[config.mk]
export PLATFORM = sky130hd
export DESIGN_NAME = resp_wire_rx
export DESIGN_NICKNAME = d
export VERILOG_FILES = /design/src/rtl/rwrx_pkg.sv /design/src/rtl/rwrx_sync.sv /design/src/rtl/rwrx_shreg.sv /design/src/rtl/resp_wire_rx.sv
export SDC_FILE = /design/constraint.sdc
export NUM_CORES = 1
export LEC_CHECK = 0
export BUFFER_PORTS_ARGS = -buffer_cell sky130_fd_sc_hd__buf_4
export CORE_ASPECT_RATIO = 0.9
export CORE_MARGIN = 4
export CORE_UTILIZATION = 35
export CTS_BUF_LIST = sky130_fd_sc_hd__clkbuf_8
export DETAILED_ROUTE_END_ITERATION = 8
export SETUP_SLACK_MARGIN = 0.5
export SKIP_LAST_GASP = 1
export SYNTH_ARGS = -nofsm -noshare
export SYNTH_HDL_FRONTEND = slang
export SYNTH_HIERARCHICAL = 1
export SYNTH_SLANG_ARGS = --single-unit
[constraint.sdc]
create_clock -name clk_i -period 2.5 [get_ports clk_i]
set_input_delay 0.25 -clock clk_i [delete_from_list [all_inputs] [get_ports clk_i]]
set_output_delay 0.25 -clock clk_i [all_outputs]
set_load 0.02 [all_outputs]
[src/rtl/rwrx_pkg.sv]
package rwrx_pkg;
  typedef enum logic [1:0] {
    RW_IDLE = 2'd0,
    RW_HUNT = 2'd1,
    RW_RECV = 2'd2
  } rw_state_e;
endpackage

[src/rtl/rwrx_sync.sv]
module rwrx_sync #(
  parameter int unsigned STAGES  = 2,
  parameter logic        RST_VAL = 1'b1
) (
  input  logic clk_i,
  input  logic rst_ni,
  input  logic d_i,
  output logic q_o
);
  logic [STAGES-1:0] stg_q;

  for (genvar g = 0; g < STAGES; g++) begin : g_stage
    always_ff @(posedge clk_i or negedge rst_ni) begin
      if (!rst_ni) stg_q[g] <= RST_VAL;
      else if (g == 0) stg_q[g] <= d_i;
      else stg_q[g] <= stg_q[(g > 0) ? g - 1 : 0];
    end
  end

  assign q_o = stg_q[STAGES-1];
endmodule

[src/rtl/rwrx_shreg.sv]
module rwrx_shreg #(
  parameter int unsigned W = 16
) (
  input  logic         clk_i,
  input  logic         rst_ni,
  input  logic         clr_i,
  input  logic         shift_i,
  input  logic         line_i,
  output logic [W-1:0] q_o
);
  always_ff @(posedge clk_i or negedge rst_ni) begin
    if (!rst_ni)      q_o <= '0;
    else if (clr_i)   q_o <= '0;
    else if (shift_i) q_o <= {q_o[W-2:0], ~line_i}; // low wire = 1
  end
endmodule

[src/rtl/resp_wire_rx.sv]
module resp_wire_rx
  import rwrx_pkg::*;
#(
  parameter int unsigned CLK_HZ      = 50_000_000,
  parameter int unsigned POLL_US     = 5,
  parameter int unsigned POLL_TRIES  = 100,
  parameter int unsigned SETTLE_US   = 5,
  parameter int unsigned BIT_US      = 48,
  parameter int unsigned FRAME_BITS  = 16,
  parameter int unsigned SYNC_STAGES = 2
) (
  input  logic                  clk_i,
  input  logic                  rst_ni,
  input  logic                  start_i,
  input  logic                  wire_i,
  output logic [FRAME_BITS-1:0] data_o,
  output logic                  valid_o,
  output logic                  timeout_o
);
  localparam int unsigned CYC_US     = CLK_HZ / 1_000_000;
  localparam int unsigned POLL_CYC   = (CYC_US * POLL_US   > 0) ? CYC_US * POLL_US   : 1;
  localparam int unsigned SETTLE_CYC = (CYC_US * SETTLE_US > 0) ? CYC_US * SETTLE_US : 1;
  localparam int unsigned BIT_CYC    = (CYC_US * BIT_US    > 0) ? CYC_US * BIT_US    : 1;
  localparam int unsigned WAIT_MAX   = (SETTLE_CYC > BIT_CYC) ? SETTLE_CYC : BIT_CYC;
  localparam int unsigned PCW        = (POLL_CYC > 1) ? $clog2(POLL_CYC) : 1;
  localparam int unsigned TW         = $clog2(POLL_TRIES + 1);
  localparam int unsigned WW         = (WAIT_MAX > 1) ? $clog2(WAIT_MAX) : 1;
  localparam int unsigned BW         = (FRAME_BITS > 1) ? $clog2(FRAME_BITS) : 1;

  rw_state_e      st_q;
  logic [PCW-1:0] pcnt_q;
  logic [TW-1:0]  tries_q;
  logic [WW-1:0]  wait_q;
  logic [BW-1:0]  bits_q;
  logic           valid_q, tout_q;
  logic           wire_s;

  logic busy, in_recv, poll_now, samp_en, clr_en;

  rwrx_sync #(.STAGES(SYNC_STAGES), .RST_VAL(1'b1)) u_sync (
    .clk_i (clk_i),
    .rst_ni(rst_ni),
    .d_i   (wire_i),
    .q_o   (wire_s)
  );

  assign busy     = (st_q != RW_IDLE);
  assign in_recv  = (st_q == RW_RECV);
  assign poll_now = (st_q == RW_HUNT) && (pcnt_q == '0);
  assign samp_en  = in_recv && (wait_q == '0);
  assign clr_en   = (st_q == RW_IDLE) && start_i;

  rwrx_shreg #(.W(FRAME_BITS)) u_shreg (
    .clk_i  (clk_i),
    .rst_ni (rst_ni),
    .clr_i  (clr_en),
    .shift_i(samp_en),
    .line_i (wire_s),
    .q_o    (data_o)
  );

  always_ff @(posedge clk_i or negedge rst_ni) begin
    if (!rst_ni) begin
      st_q    <= RW_IDLE;
      pcnt_q  <= '0;
      tries_q <= '0;
      wait_q  <= '0;
      bits_q  <= '0;
      valid_q <= 1'b0;
      tout_q  <= 1'b0;
    end else begin
      valid_q <= 1'b0;
      tout_q  <= 1'b0;
      unique case (st_q)
        RW_IDLE: begin
          if (start_i) begin
            st_q    <= RW_HUNT;
            pcnt_q  <= '0;
            tries_q <= '0;
          end
        end
        RW_HUNT: begin
          pcnt_q <= (pcnt_q == PCW'(POLL_CYC - 1)) ? '0 : pcnt_q + 1'b1;
          if (poll_now) begin
            if (tries_q == TW'(POLL_TRIES)) begin
              tout_q <= 1'b1;
              st_q   <= RW_IDLE;
            end else if (!wire_s) begin
              st_q   <= RW_RECV;
              wait_q <= WW'(SETTLE_CYC - 1);
              bits_q <= '0;
            end else begin
              tries_q <= tries_q + 1'b1;
            end
          end
        end
        RW_RECV: begin
          if (samp_en) begin
            wait_q <= WW'(BIT_CYC - 1);
            if (bits_q == BW'(FRAME_BITS - 1)) begin
              valid_q <= 1'b1;
              st_q    <= RW_IDLE;
            end else begin
              bits_q <= bits_q + 1'b1;
            end
          end else begin
            wait_q <= wait_q - 1'b1;
          end
        end
        default: st_q <= RW_IDLE;
      endcase
    end
  end

  assign valid_o   = valid_q;
  assign timeout_o = tout_q;
endmodule

==> impl_metrics.xml <==
<?xml version="1.0" encoding="UTF-8"?>
<metrics>
  <group name="run_status">
    <metric name="outcome" unit="">finished clean</metric>
  </group>
  <group name="synth">
    <metric name="edff_count_synth" unit="">0</metric>
    <metric name="synth_ff_type" unit="">sky130_fd_sc_hd__dfrtp_1</metric>
    <metric name="yosys.area.top_type_share" unit="%">46.26</metric>
    <metric name="yosysTopAreaCell" unit="">sky130_fd_sc_hd__dfrtp_1</metric>
    <metric name="ys_ff_latch" unit="">53</metric>
    <metric name="number_of_distinct_library_cells_after_synthesis" unit="">56</metric>
    <metric name="post_synth_inst_count" unit="">281</metric>
    <metric name="yosys_warnings" unit="">6</metric>
    <metric name="yosys-top-cells-area" unit="">sky130_fd_sc_hd__dfrtp_1 46%, sky130_fd_sc_hd__o21ai_0 6.0%, sky130_fd_sc_hd__mux2i_1 5.4%, sky130_fd_sc_hd__nor2_1 4.5%, sky130_fd_sc_hd__ha_1 3.6%</metric>
    <metric name="avg_inst_size_synth" unit="sq um">9.818</metric>
    <metric name="postSynthNetCount" unit="">293</metric>
    <metric name="post_synth_instance_area" unit="sq mm">0.002759</metric>
    <metric name="yosysSeqAreaShare" unit="%">48.16</metric>
    <metric name="async_reset_ff_share" unit="%">100.0</metric>
  </group>
  <group name="power">
    <metric name="switching_share_of_power" unit="%">40.32</metric>
    <metric name="highest_ir_drop_seen_on_vdd" unit="mV">0.5111</metric>
    <metric name="power_switching" unit="uW">1087</metric>
    <metric name="power.share.combinational" unit="%">38.8</metric>
    <metric name="totalPowerFinal" unit="uW">2696</metric>
    <metric name="power_per_cell_area" unit="mW/mm^2">773.1</metric>
    <metric name="power.sequential.fraction" unit="%">42.0</metric>
    <metric name="power.internal" unit="uW">1609</metric>
    <metric name="p_clk_share" unit="%">19.2</metric>
    <metric name="cellLeakagePower" unit="uW">0.001546</metric>
  </group>
  <group name="sta">
    <metric name="timing.final.max_slew_violations" unit="">0</metric>
    <metric name="fmax" unit="MHz">448.7</metric>
    <metric name="period_needed" unit="ns">2.229</metric>
    <metric name="finalSetupViolCount" unit="">0</metric>
    <metric name="timing_worst_slew_pin_value" unit="ns">0.6593</metric>
    <metric name="final_hold_vio_count" unit="">0</metric>
    <metric name="setup_total_negative_slack" unit="ns">0</metric>
    <metric name="worst_clock_skew" unit="ns">0.01306</metric>
    <metric name="grt_setup_unrepaired" unit="">yes</metric>
    <metric name="layout_worst_path_cycle_share" unit="%">89.15</metric>
    <metric name="relSlewSlack" unit="%">56.05</metric>
  </group>
  <group name="die">
    <metric name="die_height" unit="um">92.23</metric>
    <metric name="row_count" unit="">30</metric>
    <metric name="die-width" unit="um">101.6</metric>
    <metric name="design.die.area" unit="sq mm">0.009369</metric>
    <metric name="num_io_pins" unit="">22</metric>
    <metric name="floorplan.initialDensity" unit="%">36.21</metric>
    <metric name="core" unit="sq mm">0.007620</metric>
  </group>
  <group name="cells_and_area">
    <metric name="leading_cell_type_in_the_layout_fill_and_taps_excluded" unit="">sky130_fd_sc_hd__dfrtp_1</metric>
    <metric name="layout.cells.most_common_list" unit="">49 x sky130_fd_sc_hd__dfrtp_1, 39 x sky130_fd_sc_hd__buf_4, 33 x sky130_fd_sc_hd__nor2_1</metric>
    <metric name="drive_gt1_share" unit="%">26.22</metric>
    <metric name="final_core_utilization" unit="%">45.76</metric>
    <metric name="insertedDiodeCount" unit="">0</metric>
    <metric name="synthToLayoutAreaGrowth" unit="%">26.39</metric>
    <metric name="count_of_fill_cells_added_during_filler_insertion" unit="">704</metric>
    <metric name="finalNetCount" unit="">339</metric>
  </group>
  <group name="worst_hold_path">
    <metric name="worst_hold_path_class" unit="">input port to flip-flop</metric>
  </group>
  <group name="clock_network">
    <metric name="number_of_buffers_added_by_the_clock_tree_synthesis_step" unit="">5</metric>
    <metric name="cts_buffer_depth" unit="">2</metric>
    <metric name="cts.htree.levels" unit="">2</metric>
    <metric name="cts_num_sinks" unit="">53</metric>
    <metric name="clk_latency" unit="ns">0.31</metric>
    <metric name="tritoncts" unit="">yes</metric>
    <metric name="worst_setup_hold_path_clk_slew" unit="ns">0.11</metric>
    <metric name="ctsRootBufferMaster" unit="">sky130_fd_sc_hd__clkbuf_8</metric>
  </group>
  <group name="routing">
    <metric name="detailedRoute.firstPassIterationCount" unit="">5</metric>
    <metric name="initialDrtViolationCount" unit="">79</metric>
    <metric name="total_length_of_routed_wires" unit="um">5887</metric>
    <metric name="wl_per_cell" unit="um">13.88</metric>
    <metric name="post-route-drc-count" unit="">0</metric>
    <metric name="num_vias" unit="">2182</metric>
    <metric name="final_antenna_net_count" unit="">0</metric>
    <metric name="vias_per_cell" unit="">5.146</metric>
  </group>
  <group name="setup_path">
    <metric name="crit_path_class" unit="">flip-flop to flip-flop</metric>
    <metric name="cp.arrival" unit="ns">2.42</metric>
    <metric name="critical-path-top-delay-family" unit="">simple AND/OR/NAND/NOR gates</metric>
    <metric name="timing.critical_path.required" unit="ns">2.69</metric>
    <metric name="critPathSlowestCell" unit="">sky130_fd_sc_hd__or4_4</metric>
    <metric name="crit_path_start_kind" unit="">flip-flop</metric>
    <metric name="setup_slack_of_the_most_critical_reg_to_reg_path" unit="ns">0.27</metric>
    <metric name="timing.critical_path.cells" unit="">or4_4 -&gt; or4_4 -&gt; nor2_4 -&gt; buf_12 -&gt; buf_12 -&gt; mux2i_1 -&gt; nor2_1</metric>
    <metric name="cpPeakStageDelay" unit="ns">0.54</metric>
    <metric name="end_kind" unit="">flip-flop</metric>
    <metric name="number_of_buffer_and_inverter_instances_along_the_worst_setup_path" unit="">2</metric>
    <metric name="timing.critical_path.fanout_max" unit="">5</metric>
  </group>
  <group name="global_route">
    <metric name="first_global_vias" unit="">2119</metric>
    <metric name="grt_max_degree" unit="">54</metric>
    <metric name="gr_overflow_total" unit="">0</metric>
    <metric name="antenna_found_initial" unit="">0</metric>
    <metric name="groute.usage.overall" unit="%">13.32</metric>
    <metric name="grt_pass1_wl" unit="um">10200</metric>
  </group>
  <group name="job">
    <metric name="max_cap_viol_count" unit="">0</metric>
  </group>
  <group name="placed_design">
    <metric name="io_buffers" unit="">21</metric>
    <metric name="place_congestion" unit="">0.8402</metric>
    <metric name="estimated_wirelength_of_the_detail_placed_design" unit="um">3734</metric>
  </group>
</metrics>
-- flip-flops by register name, indices dropped and copies added (netlist names) --
signal and cells:
u_shreg/q_o 16, wait_q 12, pcnt_q 8, tries_q 7
bits_q 4, st_q 2, timeout_o 1, u_sync/q_o 1
u_sync/stg_q 1, valid_o 1
-- power by group through the flow --
stage | clock network (uW) | logic [uW] | registers (uW)
final | 517 | 1050 | 1130
after global routing | 585 | 1190 | 1160
after CTS | 541 | 930 | 1130
after detailed placement | 0 | 876 | 1150
after global placement | 0 | 874 | 1150
after floorplan | 0 | 662 | 1100
-- worst paths after layout --
| kind | start | end | depth (start not counted) |
|---|---|---|---|
| max | wait_q[5] | u_shreg/q_o[12] | 7 |
| min | wire_i | u_sync/stg_q[0] | 1 |
| max reg2reg | wait_q[5] | u_shreg/q_o[12] | 7 |
| min reg2reg | u_sync/stg_q[0] | u_sync/q_o | 0 |
| max in group asynchronous | rst_ni | tries_q[0] | 2 |
| min in group asynchronous | rst_ni | pcnt_q[1] | 2 |
-- cells by family (layout without fill, tap and decap cells) --
logic type / after synthesis / count (layout) / synth area share (%)
buffers and inverters: 25 / 72 / 4.671
muxes: 15 / 15 / 5.442
and+or+nand+nor: 105 / 105 / 19.82
DFF: 53 / 53 / 48.16
AOI/OAI and AO/OA: 69 / 69 / 16.37
adders and majority gates: 8 / 8 / 3.628
xor gates and xnor gates: 6 / 6 / 1.905
-- per-layer routing --
metal,part of all wire (%),vias to the layer above,track usage (%)
met1,49,1048,19.55
li1,-,1093,-
met5,0,-,0
met4,0.88,0,4.097
met2,46,37,19.66
met3,3.6,4,2.510
-- cell usage after synthesis, drive strengths merged (7+ instances only) --
| cell type | count |
|---|---|
| a21oi | 9 |
| nor3 | 7 |
| nand2 | 20 |
| o21ai | 39 |
| dfrtp | 51 |
| mux2i | 15 |
| nand3 | 14 |
| ha | 8 |
| inv | 15 |
| nor2 | 35 |
-- stage by stage --
| stage | cells | area (sq um) | hold WS (ns) | setup WS (ns) |
|---|---|---|---|---|
| 3_3_place_gp | 396 | 3037 | 0.3401 | 0.2833 |
| 4_1_cts | 417 | 3334 | 0.01757 | 0.2875 |
| 2_1_floorplan | 281 | 2759 | -0.04559 | 0.1876 |
| 3_5_place_dp | 396 | 3037 | 0.3369 | 0.2478 |
| 5_1_grt | 424 | 3487 | 0.001281 | 0.2082 |
| 6_report | 424 | 3487 | 0.03109 | 0.2712 |
-- layout make-up --
| type | instances | area [sq um] | area share (%) |
|---|---|---|---|
| clock buffers | 5 | 68.82 | 1.973 |
| clock inverters | 3 | 28.78 | 0.8253 |
| inverters | 15 | 56.30 | 1.615 |
| multi-input cells | 203 | 1394 | 39.97 |
| flip-flops and latches | 53 | 1331 | 38.18 |
| well taps | 96 | 120.1 | 3.445 |
| repair buffers | 49 | 488.0 | 13.99 |
-- what timing repair did --
item	CTS	global route
setup endpoints to repair	24	43
pin swaps	7	8
cloned	3	0
hold buffers	1	0
setup buffers	9	7
hold endpoints to repair	19	0
gates resized for setup	8	23
(Power assumes the default switching activity.)
